## config.mk

```make
export PLATFORM = sky130hd
export DESIGN_NAME = pfd_fetch_decoder
export DESIGN_NICKNAME = d
export VERILOG_FILES = /design/src/rtl/pfd_pkg.sv /design/src/rtl/pfd_op_class.sv /design/src/rtl/pfd_ea_calc.sv /design/src/rtl/pfd_ctr.sv /design/src/rtl/pfd_fetch_decoder.sv
export SDC_FILE = /design/constraint.sdc
export NUM_CORES = 1
export LEC_CHECK = 0
export BUFFER_PORTS_ARGS = -buffer_cell sky130_fd_sc_hd__buf_2
export CAP_MARGIN = 20
export CORE_MARGIN = 1.5
export CORE_UTILIZATION = 54
export CTS_CLUSTER_DIAMETER = 150
export DETAILED_ROUTE_END_ITERATION = 6
export GPL_TIMING_DRIVEN = 1
export PLACE_DENSITY = 0.79
export SLEW_MARGIN = 0
export SYNTH_ARGS = -nofsm -noshare
export SYNTH_HDL_FRONTEND = slang
export SYNTH_SLANG_ARGS = --single-unit
```

## constraint.sdc

```tcl
create_clock -name clk -period 4 [get_ports clk]
set_input_delay 0.8 -clock clk [delete_from_list [all_inputs] [get_ports clk]]
set_output_delay 0.8 -clock clk [all_outputs]
set_load 0.01 [all_outputs]
```

## src/rtl/pfd_pkg.sv

```systemverilog
package pfd_pkg;

   localparam logic [7:0] PFX_BIT_BYTE = 8'hCB;
   localparam logic [7:0] PFX_X_BYTE   = 8'hDD;
   localparam logic [7:0] PFX_EXT_BYTE = 8'hED;
   localparam logic [7:0] PFX_Y_BYTE   = 8'hFD;

   localparam int unsigned OFS_PLAIN = 0;
   localparam int unsigned OFS_BIT   = 256;
   localparam int unsigned OFS_EXT   = 512;
   localparam int unsigned OFS_X     = 768;
   localparam int unsigned OFS_XYBIT = 1024;
   localparam int unsigned OFS_Y     = 1280;
   localparam int unsigned MIN_INDEX_W = 11;

   typedef enum logic [2:0] {
      ST_BOOT,
      ST_B1,
      ST_B2,
      ST_DISP,
      ST_B3,
      ST_HOLD
   } pfd_state_e;

   typedef enum logic [1:0] {
      PF_BIT,
      PF_X,
      PF_EXT,
      PF_Y
   } pfd_prefix_e;

endpackage

```

## src/rtl/pfd_op_class.sv

```systemverilog
module pfd_op_class (
   input  logic [7:0] op,
   output logic       xy_ok,
   output logic       ext_ok
);

   logic [2:0] lo3;
   logic [2:0] mid3;
   logic       lo_hl;
   logic       mid_hl;

   assign lo3    = op[2:0];
   assign mid3   = op[5:3];
   assign lo_hl  = (lo3 == 3'd4) || (lo3 == 3'd5) || (lo3 == 3'd6);
   assign mid_hl = (mid3 == 3'd4) || (mid3 == 3'd5) || (mid3 == 3'd6);

   always_comb begin
      xy_ok = 1'b0;
      case (op[7:6])
         2'b00: begin
            case (op)
               8'h09, 8'h19, 8'h29, 8'h39,
               8'h21, 8'h22, 8'h23, 8'h24, 8'h25, 8'h26,
               8'h2A, 8'h2B, 8'h2C, 8'h2D, 8'h2E,
               8'h34, 8'h35, 8'h36: xy_ok = 1'b1;
               default:             xy_ok = 1'b0;
            endcase
         end
         2'b01:   xy_ok = (op != 8'h76) && (lo_hl || mid_hl);
         2'b10:   xy_ok = lo_hl;
         default: begin
            case (op)
               8'hE1, 8'hE3, 8'hE5, 8'hE9, 8'hF9: xy_ok = 1'b1;
               default:                           xy_ok = 1'b0;
            endcase
         end
      endcase
   end

   always_comb begin
      ext_ok = 1'b0;
      if (op[7:6] == 2'b01) begin
         ext_ok = (op != 8'h77) && (op != 8'h7F);
      end else if (op[7:5] == 3'b101) begin
         ext_ok = ~op[2];
      end
   end

endmodule

```

## src/rtl/pfd_ea_calc.sv

```systemverilog
module pfd_ea_calc #(
   parameter int ADDR_W = 16,
   parameter int DISP_W = 8
) (
   input  logic [ADDR_W-1:0] base,
   input  logic [DISP_W-1:0] disp,
   output logic [ADDR_W-1:0] ea
);

   logic [ADDR_W-1:0] disp_ext;

   generate
      if (ADDR_W > DISP_W) begin : g_sext
         assign disp_ext = {{(ADDR_W-DISP_W){disp[DISP_W-1]}}, disp};
      end else if (ADDR_W == DISP_W) begin : g_same
         assign disp_ext = disp;
      end else begin : g_trunc
         assign disp_ext = disp[ADDR_W-1:0];
      end
   endgenerate

   assign ea = base + disp_ext;

endmodule

```

## src/rtl/pfd_ctr.sv

```systemverilog
module pfd_ctr #(
   parameter int ADDR_W = 16,
   parameter int RFSH_W = 7
) (
   input  logic              clk,
   input  logic              rst,
   input  logic              step_pc,
   input  logic              step_r,
   output logic [ADDR_W-1:0] pc_q,
   output logic [RFSH_W-1:0] r_q
);

   localparam logic [ADDR_W-1:0] PC_ONE = ADDR_W'(1);
   localparam logic [RFSH_W-1:0] R_ONE  = RFSH_W'(1);

   always_ff @(posedge clk) begin
      if (rst) begin
         pc_q <= '0;
         r_q  <= '0;
      end else begin
         if (step_pc) pc_q <= pc_q + PC_ONE;
         if (step_r)  r_q  <= r_q + R_ONE;
      end
   end

   p_pc_step_r2: assert property (@(posedge clk) disable iff (rst)
      step_pc |=> pc_q == $past(pc_q) + PC_ONE);

   p_pc_hold_r2: assert property (@(posedge clk) disable iff (rst)
      !step_pc |=> $stable(pc_q));

   p_rfsh_step_r3: assert property (@(posedge clk) disable iff (rst)
      step_r |=> r_q == $past(r_q) + R_ONE);

   p_rfsh_hold_r3: assert property (@(posedge clk) disable iff (rst)
      !step_r |=> $stable(r_q));

   p_rfsh_needs_fetch_r3: assert property (@(posedge clk) disable iff (rst)
      step_r |-> step_pc);

endmodule

```

## src/rtl/pfd_fetch_decoder.sv

```systemverilog
module pfd_fetch_decoder
   import pfd_pkg::*;
#(
   parameter int ADDR_W  = 16,
   parameter int RFSH_W  = 7,
   parameter int INDEX_W = 11
) (
   input  logic               clk,
   input  logic               rst,
   input  logic [ADDR_W-1:0]  ix_base,
   input  logic [ADDR_W-1:0]  iy_base,
   output logic [ADDR_W-1:0]  mem_addr,
   output logic               mem_rd,
   input  logic [7:0]         mem_rdata,
   output logic               dec_valid,
   input  logic               dec_ready,
   output logic [INDEX_W-1:0] dec_index,
   output logic [ADDR_W-1:0]  dec_ea,
   output logic               dec_illegal,
   output logic [ADDR_W-1:0]  pc,
   output logic [RFSH_W-1:0]  refresh
);

   localparam int DISP_W = 8;
   localparam logic [INDEX_W-1:0] IDX_EXT_LO  = INDEX_W'(OFS_EXT);
   localparam logic [INDEX_W-1:0] IDX_EXT_HI  = INDEX_W'(OFS_X);
   localparam logic [INDEX_W-1:0] IDX_BIT_LO  = INDEX_W'(OFS_XYBIT);

   generate
      if (ADDR_W < DISP_W || ADDR_W > 32) begin : g_bad_addr
         $error("pfd_fetch_decoder: ADDR_W must lie in 8..32");
      end
      if (RFSH_W < 1 || RFSH_W > 8) begin : g_bad_rfsh
         $error("pfd_fetch_decoder: RFSH_W must lie in 1..8");
      end
      if (INDEX_W < MIN_INDEX_W) begin : g_bad_index
         $error("pfd_fetch_decoder: INDEX_W too small for the index space");
      end
   endgenerate

   function automatic logic [INDEX_W-1:0] mk_idx(input int unsigned ofs,
                                                 input logic [7:0] b);
      return INDEX_W'(ofs) + INDEX_W'(b);
   endfunction

   pfd_state_e  state_q, state_n;
   pfd_prefix_e pfx_q;
   logic [ADDR_W-1:0]  ea_hold_q;
   logic [INDEX_W-1:0] idx_q;
   logic [ADDR_W-1:0]  ea_out_q;
   logic               ill_q;

   logic               rd;
   logic               step_r;
   logic               ld;
   logic [INDEX_W-1:0] ld_idx;
   logic               ld_ill;
   logic               ld_use_ea;
   logic               cap_pfx;
   logic               cap_ea;

   logic               is_prefix;
   pfd_prefix_e        pfx_in;
   logic               xy_ok;
   logic               ext_ok;
   logic [ADDR_W-1:0]  ea_base;
   logic [ADDR_W-1:0]  ea_sum;

   pfd_op_class u_class (
      .op     (mem_rdata),
      .xy_ok  (xy_ok),
      .ext_ok (ext_ok)
   );

   assign ea_base = (pfx_q == PF_X) ? ix_base : iy_base;

   pfd_ea_calc #(
      .ADDR_W (ADDR_W),
      .DISP_W (DISP_W)
   ) u_ea (
      .base (ea_base),
      .disp (mem_rdata),
      .ea   (ea_sum)
   );

   pfd_ctr #(
      .ADDR_W (ADDR_W),
      .RFSH_W (RFSH_W)
   ) u_ctr (
      .clk     (clk),
      .rst     (rst),
      .step_pc (rd),
      .step_r  (step_r),
      .pc_q    (pc),
      .r_q     (refresh)
   );

   always_comb begin
      is_prefix = 1'b1;
      pfx_in    = PF_BIT;
      case (mem_rdata)
         PFX_BIT_BYTE: pfx_in = PF_BIT;
         PFX_X_BYTE:   pfx_in = PF_X;
         PFX_EXT_BYTE: pfx_in = PF_EXT;
         PFX_Y_BYTE:   pfx_in = PF_Y;
         default:      is_prefix = 1'b0;
      endcase
   end

   always_comb begin
      state_n   = state_q;
      rd        = 1'b0;
      step_r    = 1'b0;
      ld        = 1'b0;
      ld_idx    = '0;
      ld_ill    = 1'b0;
      ld_use_ea = 1'b0;
      cap_pfx   = 1'b0;
      cap_ea    = 1'b0;
      case (state_q)
         ST_BOOT: begin
            rd      = 1'b1;
            step_r  = 1'b1;
            state_n = ST_B1;
         end
         ST_B1: begin
            if (is_prefix) begin
               rd      = 1'b1;
               step_r  = 1'b1;
               cap_pfx = 1'b1;
               state_n = ST_B2;
            end else begin
               ld      = 1'b1;
               ld_idx  = mk_idx(OFS_PLAIN, mem_rdata);
               state_n = ST_HOLD;
            end
         end
         ST_B2: begin
            case (pfx_q)
               PF_BIT: begin
                  ld      = 1'b1;
                  ld_idx  = mk_idx(OFS_BIT, mem_rdata);
                  state_n = ST_HOLD;
               end
               PF_EXT: begin
                  ld      = 1'b1;
                  ld_idx  = mk_idx(OFS_EXT, mem_rdata);
                  ld_ill  = ~ext_ok;
                  state_n = ST_HOLD;
               end
               default: begin
                  if (mem_rdata == PFX_BIT_BYTE) begin
                     rd      = 1'b1;
                     state_n = ST_DISP;
                  end else begin
                     ld      = 1'b1;
                     state_n = ST_HOLD;
                     if (!xy_ok) begin
                        ld_idx = mk_idx(OFS_PLAIN, mem_rdata);
                     end else if (pfx_q == PF_X) begin
                        ld_idx = mk_idx(OFS_X, mem_rdata);
                     end else begin
                        ld_idx = mk_idx(OFS_Y, mem_rdata);
                     end
                  end
               end
            endcase
         end
         ST_DISP: begin
            rd      = 1'b1;
            cap_ea  = 1'b1;
            state_n = ST_B3;
         end
         ST_B3: begin
            ld        = 1'b1;
            ld_idx    = mk_idx(OFS_XYBIT, mem_rdata);
            ld_use_ea = 1'b1;
            state_n   = ST_HOLD;
         end
         ST_HOLD: begin
            if (dec_ready) begin
               rd      = 1'b1;
               step_r  = 1'b1;
               state_n = ST_B1;
            end
         end
         default: state_n = ST_BOOT;
      endcase
   end

   always_ff @(posedge clk) begin
      if (rst) begin
         state_q   <= ST_BOOT;
         pfx_q     <= PF_BIT;
         ea_hold_q <= '0;
         idx_q     <= '0;
         ea_out_q  <= '0;
         ill_q     <= 1'b0;
      end else begin
         state_q <= state_n;
         if (cap_pfx) pfx_q     <= pfx_in;
         if (cap_ea)  ea_hold_q <= ea_sum;
         if (ld) begin
            idx_q    <= ld_idx;
            ill_q    <= ld_ill;
            ea_out_q <= ld_use_ea ? ea_hold_q : '0;
         end
      end
   end

   assign mem_rd      = rd;
   assign mem_addr    = pc;
   assign dec_valid   = (state_q == ST_HOLD);
   assign dec_index   = idx_q;
   assign dec_ea      = ea_out_q;
   assign dec_illegal = ill_q;

   p_hold_stable_r9: assert property (@(posedge clk) disable iff (rst)
      dec_valid && !dec_ready |=> dec_valid && $stable(dec_index)
                                  && $stable(dec_ea) && $stable(dec_illegal));

   p_no_fetch_stall_r9: assert property (@(posedge clk) disable iff (rst)
      dec_valid && !dec_ready |-> !mem_rd);

   p_accept_fetch_r9: assert property (@(posedge clk) disable iff (rst)
      dec_valid && dec_ready |-> mem_rd);

   p_ea_plain_r7: assert property (@(posedge clk) disable iff (rst)
      dec_valid && (dec_index < IDX_BIT_LO) |-> dec_ea == '0);

   p_illegal_ext_r8: assert property (@(posedge clk) disable iff (rst)
      dec_valid && dec_illegal |-> (dec_index >= IDX_EXT_LO) && (dec_index < IDX_EXT_HI));

   p_valid_after_reset_r1: assert property (@(posedge clk)
      rst |=> !dec_valid);

endmodule

```

==> out/qor.txt, run 1 <==
Status - completed
R2R Path End - ea_hold_q[14]
Antenna violations before repair - 0
Largest net degree at the start of global routing - 38
Worst setup startpoint - pfx_q[1]
PwrDens - 324 mW/mm2
Startpoint Class - flop
Root Driver - clkbuf_8
Most frequent cells in the layout - buf_2 (111), dfxtp_1 (72), nor2_1 (65), a21oi_1 (33), nand2_1 (25)
Hold Vio Cnt, Final - 0
Drc violations - 0
Gpl congestion - 0.916
Depth of the CTS H-tree - 3
Average size of a mapped cell - 8.61 um2
Die Span X - 94.4 um
Netlist cell types - 75
Post-Synthesis Cell Area - 0.00451 mm2
Initial Utilization - 0.555
Yosys warnings - 0
Highest Clock Rate - 0.303 GHz
R2R Setup Slk - 0.69 ns
Crit Path Class - reg -> reg
Top FF cell, synth - dfxtp_1
Post-synthesis mux area share - 0.0635
Ys async rst share - 0
Layout Area Growth over Synthesis - 15.3%
Net Switching - 0.479 mW
Clock buffer depth - 2
Power, Total - 1.69 mW
Cell count after synthesis - 524
First-pass GRT wire length - 17.4 mm
Hold Crit Class - reg -> reg
Initial DRT Pass Iterations - 5
Clk_lat worst skew - 0.35 ns
Placed cells - 699
Post-Synth Simple-Gate Area - 0.225
Vias in the first global route - 3649
Required time of the critical path - 4.25 ns
Post-synthesis register bit count - 72
Final Cycle Share - 0.826
Leak - 2.19 nW
Sequential area share after synthesis - 0.320
Max Slew Vio Count - 0
Setup bufs post-CTS - 0
Detailed-route via count - 4155
GRT overflow - 0
Critical path capture point - ea_hold_q[14]
Setup TNS - 0 ns
Post-DP HPWL - 7.88 mm
Post-route insts no fill - 715
RSZ-0062 raised after global routing - no
Io pins - 112
Placeable core area - 0.00813 mm2
Setup-failing EPs final - 0
Pint - 1.21 mW
Drt total wl - 10.6 mm
Peak supply drop - 145 uV
Clock power share - 0.384
Ant. Diodes - 0
CTS Hold Bufs - 0
Worst R2R Path Depth - 9
Post-synthesis adder-cell area fraction - 0.0516
Port buffer count - 111
Total GRT Usage - 0.245
Crit path arrival time - 3.56 ns
Sequential share of power - 0.443
Die H - 94.4 um
Post-route ant nets - 0
Slew at the pin closest to its max-slew limit - 0.830 ns
CTS clk-pin slew, worst paths - 0.08 ns
Initial drt markers - 183
Combinational Power Share - 0.173
Post-synth EDFFs - 0
Layout cells sized above 1 - 0.311
Reg2reg start - pfx_q[1]
Compound-cell area share of the yosys netlist - 0.230
Crit path capture type - flop
Post-CTS resize count - 0
Min Tclk post-route - 3.31 ns
Xor/xnor share of the synthesized area - 0.0369
CTS tree - done
Via/cell ratio - 5.81
Syn_nets - 585
Nets - 666
Core Rows - 33
Commonest non-fill, non-tap cell in the layout - buf_2
Slew margin rel. - 0.447
DIE AREA - 0.00891 mm2
Crit-path max FO - 12
Avg WL per Cell - 14.8 um
Worst Skew - 0.00878 ns
Clk sinks - 72
TritonCTS Buffers - 9
Max-cap viol count - 0
Largest family of logic cells by synthesized area - compound AO/OA/AOI/OAI gates
Switch share - 0.284
==> critical path: stages, from the launching register on <==
cell and delay [ns]:
dfxtp_1 0.39, nand2b_1 0.28, buf_4 0.26, mux2_2 0.38, fa_1 0.45, a211oi_1 0.35
o211ai_1 0.24, a2111oi_0 0.44, nor3_1 0.15, a211o_1 0.27
==> cell families after synthesis <==
group | Yosys count
buffers and inverters | 58
AOI/OAI and AO/OA | 137
muxes | 26
xor gates and xnor gates | 19
DFF | 72
and+or+nand+nor | 194
adders and majority gates | 18
==> state kept, by name, summed over array words and instances (netlist names) <==
name         count
u_ctr.r_q        7
state_q          3
dec_ea          16
dec_index       11
u_ctr.pc_q      16
ea_hold_q       16
pfx_q            2
dec_illegal      1
==> layer usage <==
metal  vias to the layer above  GRT usage  part of all wire  routed length, um
met5                         -          0                 0                  0
met4                         0      0.101             0.018                190
met3                        16     0.0282             0.051                541
met2                       142      0.393              0.48               5040
met1                      1930      0.333              0.46               4830
li1                       2067          -                 -                  -
==> worst min-delay path by stage <==
| stage | endpoint | from | cells past startpoint |
|---|---|---|---|
| 3_3_place_gp | ea_hold_q[0] | ea_hold_q[0] | 2 |
| 4_1_cts | ea_hold_q[0] | ea_hold_q[0] | 2 |
| 5_1_grt | ea_hold_q[0] | ea_hold_q[0] | 2 |
| 6_report | ea_hold_q[0] | ea_hold_q[0] | 2 |
| 2_1_floorplan | ea_hold_q[10] | ea_hold_q[10] | 2 |
| 3_5_place_dp | ea_hold_q[0] | ea_hold_q[0] | 2 |
==> cells in the mapped netlist, types with 10 or more instances <==
cell	number	area, um2
nor3_1	15	75.1
nor2_1	65	244
clkbuf_1	15	56.3
mux2_2	17	191
ha_1	17	213
a22oi_1	10	75.1
dfxtp_1	72	1440
xnor2_1	18	158
o21ai_0	16	80.1
nand3_1	14	70.1
buf_4	19	143
a21oi_1	33	165
nand2_1	25	93.8
buf_2	11	55.1
==> metrics by stage <==
stage | util | setup slack [ns] | hold slack, ns | cell area [um2]
after floorplan | - | 0.698 | 0.432 | 4510
after global placement | 0.611 | 0.716 | 0.457 | 4970
after detailed placement | 0.611 | 0.633 | 0.460 | 4970
after CTS | 0.639 | 0.699 | 0.473 | 5200
after global routing | 0.639 | 0.376 | 0.494 | 5200
final | 0.639 | 0.695 | 0.468 | 5200
==> power groups by stage <==
stage                     Clock (mW)  Combinational [mW]  Sequential [mW]
final                          0.648               0.291            0.747
after floorplan                    0               0.206            0.763
after detailed placement           0               0.286            0.764
after CTS                      0.660               0.288            0.747
after global placement             0               0.278            0.762
after global routing           0.689               0.319            0.750
==> layout make-up <==
class | instances | area [um2]
repair buffers | 120 | 623
inverters | 8 | 30.0
well taps | 105 | 131
multi-input cells | 394 | 2750
fillers | 709 | 2940
flip-flops and latches | 72 | 1440
clock buffers | 9 | 124
clock inverters | 7 | 101
Note: power is estimated with default switching activity, not from simulation.
==> run 2: changes to the inputs <==
==> constraint.sdc (replaced) <==
create_clock -name clk -period 3.3 [get_ports clk]
set_input_delay 0.66 -clock clk [delete_from_list [all_inputs] [get_ports clk]]
set_output_delay 0.66 -clock clk [all_outputs]
set_load 0.01 [all_outputs]
==> out/qor.txt, run 2 (synthesis gave the netlist of run 1 again) <==
Ant. Diodes - 0
Min Tclk post-route - 3.02 ns
CTS tree - done
Nets - 668
Root Driver - clkbuf_8
Clk_lat worst skew - 0.34 ns
Hold path start - ea_hold_q[0]
Placed cells - 701
Max-cap viol count - 0
Power, Total - 1.90 mW
Post-route insts no fill - 717
Largest net degree at the start of global routing - 36
CTS clk-pin slew, worst paths - 0.07 ns
Io pins - 112
Post-DP HPWL - 7.88 mm
Layout Area Growth over Synthesis - 14.6%
Via/cell ratio - 5.81
Required time of the critical path - 3.54 ns
Pre-CTS setup slack - 0.178 ns
DIE AREA - 0.00891 mm2
Crit Path Class - reg -> reg
Commonest non-fill, non-tap cell in the layout - buf_2
Core Rows - 33
Avg WL per Cell - 14.9 um
GRT overflow - 0
Max Slew Vio Count - 0
Final setup margin - 0.279 ns
Peak supply drop - 197 uV
R2R Path End - ea_hold_q[14]
Detailed-route via count - 4167
Hold Crit Class - reg -> reg
Hold path cells - 2
Leak - 2.18 nW
Crit path arrival time - 3.26 ns
Depth of the CTS H-tree - 3
Gpl congestion - 0.902
Hold slack - 0.469 ns
Die Span X - 94.4 um
Reg2reg start - pfx_q[1]
Crit-path max FO - 5
Initial DRT Pass Iterations - 4
Endpoint, Worst Hold - ea_hold_q[0]
Initial drt markers - 159
Slew margin rel. - 0.552
R2R Setup Slk - 0.28 ns
Status - completed
First-pass GRT wire length - 17.5 mm
Setup bufs post-CTS - 0
Crit path capture type - flop
Port buffer count - 111
Initial Utilization - 0.555
Highest Clock Rate - 0.331 GHz
Placeable core area - 0.00813 mm2
# fillers - 727
Setup-failing EPs final - 0
Layout cells sized above 1 - 0.310
Worst R2R Path Depth - 9
TritonCTS Buffers - 9
Worst Skew - 0.00679 ns
Startpoint Class - flop
Drc violations - 0
Die H - 94.4 um
Drt total wl - 10.7 mm
Worst setup startpoint - pfx_q[1]
Most frequent cells in the layout - buf_2 (111), dfxtp_1 (72), nor2_1 (65), a21oi_1 (33), nand2_1 (25)
PwrDens - 367 mW/mm2
Slew at the pin closest to its max-slew limit - 0.671 ns
Clk sinks - 72
Clock buffer depth - 2
RSZ-0062 raised after global routing - no
Vias in the first global route - 3734
Antenna violations before repair - 0
Final Cycle Share - 0.915
Post-route ant nets - 0
Setup TNS - 0 ns
Total GRT Usage - 0.246
Hold Vio Cnt, Final - 0
[run 2: cell count changes in the layout (fill, tap and decap cells not counted)]
cell / previous run / this run
clkbuf_8: 9 / 11
clkinv_4: 0 / 1
a211oi_2: 0 / 1
clkbuf_1: 0 / 3
buf_4: 9 / 11
a211oi_1: 9 / 8
inv_6: 3 / 0
bufinv_16: 2 / 0
clkinvlp_4: 2 / 0
clkinv_2: 0 / 1
[run 2: worst max-delay path: stages, from the launching register on]
cell	delay [ns]
dfxtp_1	0.38
nand2b_1	0.19
mux2_2	0.35
ha_1	0.22
fa_1	0.42
a211oi_1	0.35
o211ai_1	0.22
a2111oi_0	0.39
nor3_1	0.13
a211o_1	0.27
[run 2: metrics by stage]
stage / cell area, um2 / util
floorplan: 4510 / -
global placement: 4990 / 0.613
detailed placement: 4990 / 0.613
CTS: 5160 / 0.635
global route: 5170 / 0.636
finish: 5170 / 0.636
[run 2: worst max-delay path by stage]
stage	end	slack, ns	cells past startpoint
floorplan	ea_hold_q[14]	0.14	11
global placement	ea_hold_q[14]	0.18	9
detailed placement	ea_hold_q[14]	0.18	9
CTS	ea_hold_q[14]	0.22	11
global route	ea_hold_q[14]	0.04	9
finish	ea_hold_q[14]	0.28	9
[run 2: cell type report]
cell class	count	area (um2)	area share
inverters	8	30.0	0.00581
clock inverters	2	13.8	0.00266
well taps	105	131	0.0254
repair buffers	122	638	0.123
flip-flops and latches	72	1440	0.279
multi-input cells	394	2750	0.532
clock buffers	14	163	0.0315
[run 2: timing repair]
action,in CTS,in global routing
resized for setup,0,1
hold buffers,0,0
endpoints found under the setup margin,0,1
hold endpoints to repair,0,0
[run 2: power breakdown]
part | total, mW | internal [mW] | switching [mW]
clock | 0.636 | 0.316 | 0.320
sequential | 0.905 | 0.885 | 0.0199
combinational | 0.354 | 0.147 | 0.208
total | 1.90 | 1.35 | 0.548
[run 2: per-layer routing]
| layer | track usage | up-vias | share of wire |
|---|---|---|---|
| met1 | 0.325 | 1955 | 0.46 |
| li1 | - | 2065 | - |
| met3 | 0.0451 | 14 | 0.051 |
| met5 | 0 | - | 0 |
| met2 | 0.403 | 133 | 0.47 |
| met4 | 0.0846 | 0 | 0.017 |
